$ cat src/rtl/a429rx_pkg.sv
package a429rx_pkg;

  localparam int WORD_BITS = 32;

  typedef enum logic [1:0] {
    FR_IDLE = 2'd0,
    FR_HIGH = 2'd1,
    FR_NULL = 2'd2
  } fr_state_t;

  // 1 when the word holds an odd number of ones
  function automatic logic odd_ones(input logic [WORD_BITS-1:0] w);
    return ^w;
  endfunction

  // Bus view of a held word; index k-1 holds ARINC bit k
  function automatic logic [15:0] half_view(input logic [WORD_BITS-1:0] w,
                                            input logic sel);
    logic [15:0] h;
    if (sel) h = w[28:13];
    else     h = {w[12], w[11], w[10], w[9], w[8], w[30], w[29], w[31],
                  w[0], w[1], w[2], w[3], w[4], w[5], w[6], w[7]};
    return h;
  endfunction

  // Label-bit filter on ARINC bits 9 and 10
  function automatic logic lbl_pass(input logic [WORD_BITS-1:0] w,
                                    input logic en, input logic b9,
                                    input logic b10);
    return !en || ((w[8] == b9) && (w[9] == b10));
  endfunction

endpackage

$ cat src/rtl/a429rx_tick.sv
module a429rx_tick #(
  parameter int SLOW_DIV = 8
) (
  input  logic clk,
  input  logic rst_n,
  input  logic slow,
  output logic tick
);
  localparam int CW = (SLOW_DIV > 1) ? $clog2(SLOW_DIV) : 1;
  localparam logic [CW-1:0] LAST = CW'(SLOW_DIV - 1);

  logic [CW-1:0] cnt;

  always_ff @(posedge clk or negedge rst_n) begin
    if (!rst_n)           cnt <= '0;
    else if (cnt == LAST) cnt <= '0;
    else                  cnt <= cnt + 1'b1;
  end

  assign tick = slow ? (cnt == LAST) : 1'b1;

  // in slow mode two sample ticks never sit on adjacent clocks
  p_slow_spacing_r1: assert property (@(posedge clk) disable iff (!rst_n)
    (slow && $past(slow) && tick) |=> !tick);

endmodule

$ cat src/rtl/a429rx_framer.sv
module a429rx_framer
  import a429rx_pkg::*;
#(
  parameter int HI_MIN   = 3,
  parameter int HI_MAX   = 7,
  parameter int NULL_MIN = 3,
  parameter int PER_MIN  = 8,
  parameter int PER_MAX  = 12,
  parameter int GAP_LEN  = 30
) (
  input  logic                 clk,
  input  logic                 rst_n,
  input  logic                 tick,
  input  logic                 one_i,
  input  logic                 zero_i,
  input  logic                 filt_en,
  input  logic                 lbl9,
  input  logic                 lbl10,
  output logic                 word_ok,
  output logic [WORD_BITS-1:0] word_q
);
  localparam int RUN_W  = $clog2(GAP_LEN + 1);
  localparam int BCNT_W = $clog2(WORD_BITS + 2);
  localparam logic [RUN_W-1:0]  RUN_TOP  = '1;
  localparam logic [BCNT_W-1:0] BCNT_TOP = BCNT_W'(WORD_BITS + 1);
  localparam logic [BCNT_W-1:0] BCNT_OK  = BCNT_W'(WORD_BITS);

  fr_state_t             st;
  logic [RUN_W-1:0]      run, hi_len;
  logic [BCNT_W-1:0]     bcnt;
  logic [WORD_BITS-1:0]  sr;
  logic                  cur, err;

  // named events for readability and assertions
  logic is_null, is_bad, gap_done;
  assign is_null  = !one_i && !zero_i;
  assign is_bad   = one_i && zero_i;
  assign gap_done = tick && !is_bad && is_null && (st == FR_NULL) &&
                    (run == RUN_W'(GAP_LEN - 1));

  function automatic logic [RUN_W-1:0] bump(input logic [RUN_W-1:0] r);
    return (r == RUN_TOP) ? r : r + 1'b1;
  endfunction

  function automatic logic pulse_ok(input logic [RUN_W-1:0] h);
    return (int'(h) >= HI_MIN) && (int'(h) <= HI_MAX);
  endfunction

  function automatic logic spacing_ok(input logic [RUN_W-1:0] h,
                                      input logic [RUN_W-1:0] n);
    int per;
    per = int'(h) + int'(n);
    return (int'(n) >= NULL_MIN) && (per >= PER_MIN) && (per <= PER_MAX);
  endfunction

  always_ff @(posedge clk or negedge rst_n) begin
    if (!rst_n) begin
      st      <= FR_IDLE;
      run     <= '0;
      hi_len  <= '0;
      bcnt    <= '0;
      sr      <= '0;
      cur     <= 1'b0;
      err     <= 1'b0;
      word_ok <= 1'b0;
      word_q  <= '0;
    end else begin
      word_ok <= 1'b0;
      if (tick) begin
        if (is_bad) begin
          err <= 1'b1;
          st  <= FR_NULL;
          run <= RUN_W'(1);
          if (st == FR_IDLE) bcnt <= '0;
        end else begin
          unique case (st)
            FR_IDLE: if (!is_null) begin
              st   <= FR_HIGH;
              run  <= RUN_W'(1);
              cur  <= one_i;
              bcnt <= '0;
              err  <= 1'b0;
            end
            FR_HIGH: begin
              if (is_null) begin
                if (!pulse_ok(run)) err <= 1'b1;
                hi_len <= run;
                sr     <= {cur, sr[WORD_BITS-1:1]};
                bcnt   <= (bcnt == BCNT_TOP) ? bcnt : bcnt + 1'b1;
                st     <= FR_NULL;
                run    <= RUN_W'(1);
              end else begin
                if (one_i != cur) err <= 1'b1;
                cur <= one_i;
                run <= bump(run);
              end
            end
            FR_NULL: begin
              if (is_null) begin
                if (gap_done) begin
                  word_ok <= !err && (bcnt == BCNT_OK) &&
                             lbl_pass(sr, filt_en, lbl9, lbl10);
                  word_q  <= {odd_ones(sr), sr[WORD_BITS-2:0]};
                  st      <= FR_IDLE;
                  run     <= '0;
                end else begin
                  run <= bump(run);
                end
              end else begin
                if (!spacing_ok(hi_len, run)) err <= 1'b1;
                st  <= FR_HIGH;
                run <= RUN_W'(1);
                cur <= one_i;
              end
            end
            default: st <= FR_IDLE;
          endcase
        end
      end
    end
  end

  // an accepted word always carried exactly WORD_BITS bits
  p_ok_len_r5: assert property (@(posedge clk) disable iff (!rst_n)
    word_ok |-> ($past(bcnt) == BCNT_OK));
  // acceptance is a single-cycle pulse
  p_ok_pulse_r5: assert property (@(posedge clk) disable iff (!rst_n)
    word_ok |=> !word_ok);
  // with the filter on, accepted bits 9 and 10 match the compare values
  p_ok_filter_r6: assert property (@(posedge clk) disable iff (!rst_n)
    (word_ok && $past(filt_en)) |->
      (word_q[8] == $past(lbl9)) && (word_q[9] == $past(lbl10)));

endmodule

$ cat src/rtl/a429rx_hold.sv
module a429rx_hold
  import a429rx_pkg::*;
(
  input  logic                 clk,
  input  logic                 rst_n,
  input  logic                 word_ok,
  input  logic [WORD_BITS-1:0] word_q,
  input  logic                 rd_en,
  input  logic                 half_sel,
  output logic                 data_ready,
  output logic [15:0]          rd_data
);
  logic [WORD_BITS-1:0] held;
  logic                 last_read;

  assign last_read = rd_en && half_sel;

  always_ff @(posedge clk or negedge rst_n) begin
    if (!rst_n) begin
      held       <= '0;
      data_ready <= 1'b0;
    end else if (word_ok) begin
      held       <= word_q;
      data_ready <= 1'b1;
    end else if (last_read) begin
      data_ready <= 1'b0;
    end
  end

  assign rd_data = rd_en ? half_view(held, half_sel) : 16'h0000;

  // acceptance raises the flag on the next cycle
  p_ready_set_r11: assert property (@(posedge clk) disable iff (!rst_n)
    word_ok |=> data_ready);
  // a second-half read without a colliding word clears the flag
  p_ready_clear_r11: assert property (@(posedge clk) disable iff (!rst_n)
    (data_ready && last_read && !word_ok) |=> !data_ready);
  // the held word only moves on acceptance
  p_hold_stable_r11: assert property (@(posedge clk) disable iff (!rst_n)
    !word_ok |=> $stable(held));

endmodule

$ cat src/rtl/a429_word_rx.sv
module a429_word_rx
  import a429rx_pkg::*;
#(
  parameter int SLOW_DIV = 8,
  parameter int HI_MIN   = 3,
  parameter int HI_MAX   = 7,
  parameter int NULL_MIN = 3,
  parameter int PER_MIN  = 8,
  parameter int PER_MAX  = 12,
  parameter int GAP_LEN  = 30
) (
  input  logic        clk,
  input  logic        rst_n,
  input  logic        line_one,
  input  logic        line_zero,
  input  logic        cfg_slow,
  input  logic        cfg_filt_en,
  input  logic        cfg_lbl9,
  input  logic        cfg_lbl10,
  input  logic        rd_en,
  input  logic        half_sel,
  output logic        data_ready,
  output logic [15:0] rd_data
);
  logic                 samp_tick;
  logic                 word_ok;
  logic [WORD_BITS-1:0] word_q;

  a429rx_tick #(.SLOW_DIV(SLOW_DIV)) u_tick (
    .clk(clk), .rst_n(rst_n), .slow(cfg_slow), .tick(samp_tick)
  );

  a429rx_framer #(
    .HI_MIN(HI_MIN), .HI_MAX(HI_MAX), .NULL_MIN(NULL_MIN),
    .PER_MIN(PER_MIN), .PER_MAX(PER_MAX), .GAP_LEN(GAP_LEN)
  ) u_framer (
    .clk(clk), .rst_n(rst_n), .tick(samp_tick),
    .one_i(line_one), .zero_i(line_zero),
    .filt_en(cfg_filt_en), .lbl9(cfg_lbl9), .lbl10(cfg_lbl10),
    .word_ok(word_ok), .word_q(word_q)
  );

  a429rx_hold u_hold (
    .clk(clk), .rst_n(rst_n), .word_ok(word_ok), .word_q(word_q),
    .rd_en(rd_en), .half_sel(half_sel),
    .data_ready(data_ready), .rd_data(rd_data)
  );

endmodule

$ cat config.mk
export PLATFORM = sky130hd
export DESIGN_NAME = a429_word_rx
export DESIGN_NICKNAME = d
export VERILOG_FILES = /design/src/rtl/a429rx_pkg.sv /design/src/rtl/a429rx_tick.sv /design/src/rtl/a429rx_framer.sv /design/src/rtl/a429rx_hold.sv /design/src/rtl/a429_word_rx.sv
export SDC_FILE = /design/constraint.sdc
export NUM_CORES = 1
export LEC_CHECK = 0
export BUFFER_PORTS_ARGS = -buffer_cell sky130_fd_sc_hd__buf_4
export CORE_ASPECT_RATIO = 0.5
export CORE_MARGIN = 2
export CORE_UTILIZATION = 40
export DETAILED_ROUTE_END_ITERATION = 8
export SLEW_MARGIN = 20
export SYNTH_ARGS = -nofsm -noshare
export SYNTH_HDL_FRONTEND = slang
export SYNTH_SLANG_ARGS = --single-unit
$ cat constraint.sdc
create_clock -name clk -period 1.9 [get_ports clk]
set_input_delay 0.38 -clock clk [delete_from_list [all_inputs] [get_ports clk]]
set_output_delay 0.38 -clock clk [all_outputs]
set_load 0.005 [all_outputs]
==> results of run 1 <==
## metal layers
layer / GRT usage / routed length (µm)
met1: 0.207 / 5720
met2: 0.228 / 4780
met3: 0.0378 / 293
met4: 0.0647 / 143
met5: 0 / 0
## final cells by class
cell class,instances,area [µm²]
Fill cell,1187,6520
Sequential cell,121,3030
Multi-Input combinational cell,297,2770
Timing Repair Buffer,68,642
Clock buffer,17,425
Tap cell,192,240
Clock inverter,14,128
Inverter,7,26.3
## cell families (layout without fill, tap and decap cells)
| kind of cell | after synthesis | count (layout) | share of synthesized area |
|---|---|---|---|
| adders and majority gates | 19 | 19 | 0.0427 |
| and+or+nand+nor | 74 | 74 | 0.0700 |
| xor gates and xnor gates | 40 | 40 | 0.0611 |
| muxes | 117 | 117 | 0.226 |
| buffers and inverters | 27 | 106 | 0.0236 |
| DFF | 121 | 121 | 0.528 |
| AOI/OAI and AO/OA | 46 | 47 | 0.0489 |
## worst max path at each step
stage,to,startpoint,cells past startpoint
floorplan,u_framer.err,u_framer.run[0],8
global placement,u_framer.run[1],line_one,10
detailed placement,u_framer.bcnt[0],u_tick.cnt[0],7
CTS,u_framer.word_q[18],u_tick.cnt[0],8
global route,u_framer.word_q[20],u_tick.cnt[0],9
finish,u_framer.word_q[21],u_tick.cnt[0],9
## worst max-delay path, stage by stage, from the launching register on
cell and delay, ns:
dfrtp_1 0.36, ha_2 0.20, ha_4 0.13, or2b_4 0.14, nand3_2 0.08, or2_4 0.25, nor2_4 0.10, buf_12 0.15
clkbuf_16 0.15, mux2_2 0.32
## state kept, by name, summed over array words and instances, names as in the netlist
name,cells
u_hold.held,32
u_tick.cnt,3
u_framer.err,1
u_framer.word_ok,1
u_framer.sr,32
u_framer.hi_len,5
u_framer.cur,1
u_framer.word_q,32
u_framer.run,5
u_hold.data_ready,1
u_framer.bcnt,6
u_framer.st,2
## through the flow
step	setup slack (ns)	area (µm²)	hold WS (ns)
finish	-0.100	7260	0.265
global route	-0.167	7260	0.282
CTS	-0.108	6950	0.258
detailed placement	-0.118	6370	0.351
floorplan	0.00787	5760	0.0844
global placement	-0.0887	6370	0.351
## Yosys cell counts (2+ instances only)
cell type  count
xnor2_1       32
nand3_1        5
nor2b_1       18
xor2_1         8
buf_6          2
nand2_1       18
nor3_1         3
buf_2          6
dfrtp_1      121
buf_4          3
inv_1          7
clkbuf_1       9
nand3b_1       2
a21o_1         3
mux2_2        93
a21oi_1       11
o21ai_0       15
a31oi_1        6
and2b_1        3
mux2i_1       17
o21ai_1        2
nor2_1        13
ha_1          18
mux2_1         7
## report_power, final
| group | switching, µW | leakage (µW) | internal [µW] |
|---|---|---|---|
| Sequential | 115 | 0.00167 | 2690 |
| Clock | 1220 | 0.000261 | 1790 |
| Combinational | 645 | 0.00155 | 577 |
| Total | 1980 | 0.00348 | 5060 |
## repair_timing
item,CTS,global route
hold endpoints to repair,25,0
hold buffers,1,0
resized for setup,7,50
gates cloned,0,4
setup buffers,0,5
pin swaps,2,3
setup endpoints to repair,49,77
==> results.cfg, run 1 <==
[timing]
fin_crit_sh = 1.05
final-setup-viol-count = 69
fin_crit_ns = 2.00
skew_ns = 0.0106
worst_pin_slew_ns = 0.468
slew_violations = 0
setup_ws_ns = -0.100
rsz0062_at_grt = true
final-hold-violation-count = 0
max_slew_margin = 0.688
max_freq_mhz = 500
fin_tns_setup_ns = -4.42

[grt]
grt_max_degree = 42
grt_pass1_vias = 3445
grt_usage = 0.150
grt_pass1_wl_mm = 17.8
overflow = 0
antenna_found_initial = 0

[worst_setup_path]
reg2reg_to = u_framer.word_q[21]
worstPathRequired_ns = 2.20
crit_fanout = 6
rr_startpoint = u_tick.cnt[0]
r2r_setup_slack_ns = -0.10
worstPathArrival_ns = 2.30
worstSetupPathType = register to register
cp-start-kind = register
worst_setup_path_end_kind = register
r2r_cells = 9

[place]
gp_congestion = 0.769
dp_hpwl_mm = 6.99
port_buffers = 26
dp.cells = 675

[pwr]
leakage_uw = 0.00348
ir_drop_uv = 697
powerDensity_mw_per_mm2 = 970
power_uw = 7040

[floorplan]
die_area_mm2 = 0.0154
floorplan.initialDensity = 0.416
die_width_um = 173
io_pins = 27
rows = 30
die_y_um = 88.7
coreArea_mm2 = 0.0138

[synth]
synth-edff-count = 0
yosysTopAreaCellShare = 0.528
syn_nets = 473
synth_area_per_cell_um2 = 12.9
synth_flop_cell = dfrtp_1
synthCells = 444
synth.cell_area_mm2 = 0.00574
synth_warnings = 0
synth_area_leaders = dfrtp_1 (53%), mux2_2 (18%), xnor2_1 (4.9%), ha_1 (3.9%), mux2i_1 (3.0%)
async_flop_share = 1.00
ys_types = 46
seq_area_frac_synth = 0.528
synth_top_area_cell = dfrtp_1
ys_seq_elements = 121

[clocking]
cts_num_sinks = 121
clockBufferDepth = 2
cts_buffers = 17
tritoncts = yes
cts-root-buf = clkbuf_16
htreeDepth = 4
clock_latency_ns = 0.42
clk_pin_slew_worst_paths_ns = 0.06

[hold_path]
hold_path_class = input pin to register
whs_path_depth = 3
hold_path_startpoint = line_one
hold_end = u_framer.cur

[route]
routed_wl_mm = 10.9
drc = 0
drt-initial-drc-count = 148
postRouteAntennaNets = 0
dr.pass1.iters = 4
routed_via_density = 4.88
routed-via-count = 3496
wl_per_cell_um = 15.3

[run]
max-cap-violations = 0

[layout]
final_common_cell = dfrtp_1
antenna_cells = 0
drive_above_1_share = 0.424
layoutNonFillerInstCount = 716
post-route-util = 0.527
layout.nets = 541
layout_common_cells = dfrtp_1 (120), mux2_2 (73), buf_4 (56)
area_delta_synth_final_pct = 26.5

[outcome]
violations = setup timing
outcome = finished, violations left
(Power assumes the default switching activity.)
==> run 2, diff against run 1 <==
--- a/config.mk
+++ b/config.mk
@@ -6,11 +6,15 @@
 export NUM_CORES = 1
 export LEC_CHECK = 0
 export BUFFER_PORTS_ARGS = -buffer_cell sky130_fd_sc_hd__buf_4
+export CELL_PAD_IN_SITES_DETAIL_PLACEMENT = 1
+export CELL_PAD_IN_SITES_GLOBAL_PLACEMENT = 1
 export CORE_ASPECT_RATIO = 0.5
 export CORE_MARGIN = 2
 export CORE_UTILIZATION = 40
 export DETAILED_ROUTE_END_ITERATION = 8
+export PLACE_DENSITY_LB_ADDON = 0.1
 export SLEW_MARGIN = 20
 export SYNTH_ARGS = -nofsm -noshare
 export SYNTH_HDL_FRONTEND = slang
+export SYNTH_HIERARCHICAL = 1
 export SYNTH_SLANG_ARGS = --single-unit
==> results.cfg, run 2 <==
[synth]
ys_seq_elements = 121
yosysTopAreaCellShare = 0.513
synth_flop_cell = dfrtp_1
ys_types = 49
synth.cell_area_mm2 = 0.00590
synth_warnings = 6
async_flop_share = 1.00
seq_area_frac_synth = 0.513
yosysMostFrequentCell = dfrtp_1
synth_common_cells = dfrtp_1 (121), mux2_2 (71), xnor2_1 (30)
synth-edff-count = 0
synthCells = 439
synth_top_area_cell = dfrtp_1
syn_nets = 469
synth_area_leaders = dfrtp_1 (51%), mux2_2 (14%), mux2_4 (7.4%), xnor2_1 (4.5%), ha_1 (4.0%)
synth_area_per_cell_um2 = 13.4

[grt]
grt_usage = 0.211
overflow = 0
grt_max_degree = 31
grt_pass1_vias = 4330
grt_pass1_wl_mm = 25.2
antenna_found_initial = 0

[pwr]
power_uw = 7860
leakage_uw = 0.00384
powerDensity_mw_per_mm2 = 989
ir_drop_uv = 643

[clocking]
clk_pin_slew_worst_paths_ns = 0.06
clock_latency_ns = 0.42
cts_num_sinks = 121
cts-root-buf = clkbuf_16
tritoncts = yes
cts_buffers = 17
htreeDepth = 4
clockBufferDepth = 2

[run]
max-cap-violations = 0

[route]
routed_wl_mm = 15.6
postRouteAntennaNets = 0
dr.pass1.iters = 4
wl_per_cell_um = 21.3
drt-initial-drc-count = 153
routed_via_density = 5.22
drc = 0
routed-via-count = 3829

[timing]
rsz0062_at_grt = true
worst_pin_slew_ns = 0.415
max_freq_mhz = 456
max_slew_margin = 0.723
final-hold-violation-count = 0
final-setup-viol-count = 54
skew_ns = 0.0121
fin_crit_sh = 1.16
setup_ws_ns = -0.295
slew_violations = 0
fin_hold_ws_ns = 0.124
fin_crit_ns = 2.19

[layout]
top_regs = u_framer/sr (32), u_framer/word_q (32), u_hold/held (32)
layout_common_cells = dfrtp_1 (120), mux2_4 (95), buf_4 (53)
fill_cells = 1413
drive_above_1_share = 0.467
layout.nets = 553
antenna_cells = 0
final_common_cell = dfrtp_1
final_design_area_no_fill_mm2 = 0.00795
area_delta_synth_final_pct = 34.8

[worst_setup_path]
worst_setup_path_end_kind = register
worst-path-buf-inv = 0
worstPathArrival_ns = 2.52
crit_fanout = 2
worstSetupPathType = register to register
cp-start-kind = register
cp_cell_sequence = ha_2, fa_2, o22ai_2, nand2b_1, a2111oi_4, a32oi_2, o2111ai_2, mux2i_1
max_stage_delay_ns = 0.40
critPathTopFamily = compound AO/OA/AOI/OAI gates
crit_path_top_delay_cell = dfrtp_1
worstPathRequired_ns = 2.23

[place]
dpl_cell_area_mm2 = 0.00650
dp_hpwl_mm = 8.66
port_buffers = 26
gp_congestion = 0.799

[floorplan]
die_width_um = 176
die_area_mm2 = 0.0158
rows = 31
coreArea_mm2 = 0.0144
floorplan.initialDensity = 0.409
die_y_um = 89.9
io_pins = 27

[outcome]
outcome = finished, violations left
violations = setup timing

[hold_path]
hold_path_class = input pin to register
==> run 2: cell count changes in the layout (fill, tap and decap cells not counted), moves of 4 or more <==
cell	before	now
o21ai_1	4	8
o21ai_0	12	6
a21oi_1	9	5
buf_6	1	11
mux2_2	73	5
mux2_4	27	95
a21oi_2	2	7
buf_16	0	6
xor2_1	8	4
==> run 2: where the power goes <==
part / switching [µW] / internal, µW
clock: 1260 / 1970
sequential: 140 / 2700
combinational: 961 / 833
total: 2360 / 5500
==> run 2: layout make-up <==
type	instances	area, µm²	area share
Sequential cell	121	3030	0.381
Tap cell	198	248	0.0312
Timing Repair Buffer	81	887	0.112
Multi-Input combinational cell	291	3160	0.398
Clock buffer	18	439	0.0552
Clock inverter	13	146	0.0184
Inverter	11	41.3	0.00519
==> run 2: repair_timing <==
action	4_1_cts	5_1_grt
endpoints found under the setup margin	80	82
gates resized for setup	105	42
cloned	9	0
hold buffers	1	0
pin swaps	7	10
buffers inserted	13	8
hold endpoints to repair	21	0
==> run 2: cell families (layout without fill, tap and decap cells) <==
group	Yosys count	after routing	share of synthesized area
xor+xnor	34	34	0.0505
flops	121	121	0.513
buf+inv	27	123	0.0339
mux	118	118	0.240
fa+ha+maj	20	20	0.0437
compound gates	48	48	0.0528
simple gates	71	71	0.0660
==> run 2: worst paths after layout <==
check	cells past startpoint	to	from	slack, ns
max in group asynchronous	3	u_framer/word_ok	rst_n	0.83
min reg2reg	1	u_tick/cnt[0]	u_tick/cnt[0]	0.47
min	2	u_framer/word_ok	cfg_filt_en	0.12
max reg2reg	8	u_framer/err	u_framer/hi_len[0]	-0.29
min in group asynchronous	2	u_framer/sr[4]	rst_n	0.44
max	8	u_framer/err	u_framer/hi_len[0]	-0.29
==> run 2: layer usage <==
metal  global-route usage  routed length, µm  vias to the layer above
met5                    0                  0                        -
met4               0.0565                139                        0
met3               0.0419                445                       20
met2                0.358               7930                       76
met1                0.277               7130                     2013
li1                     -                  -                     1720
==> run 2: through the flow <==
step            util  setup TNS, ns  cells  setup slack, ns
2_1_floorplan      -         -0.180    439           -0.180
3_3_place_gp   0.451          -3.24    678           -0.196
3_5_place_dp   0.451         -10.10    678           -0.394
4_1_cts        0.543          -3.74    731           -0.322
5_1_grt        0.551         -10.48    733           -0.374
6_report       0.551          -5.21    733           -0.295
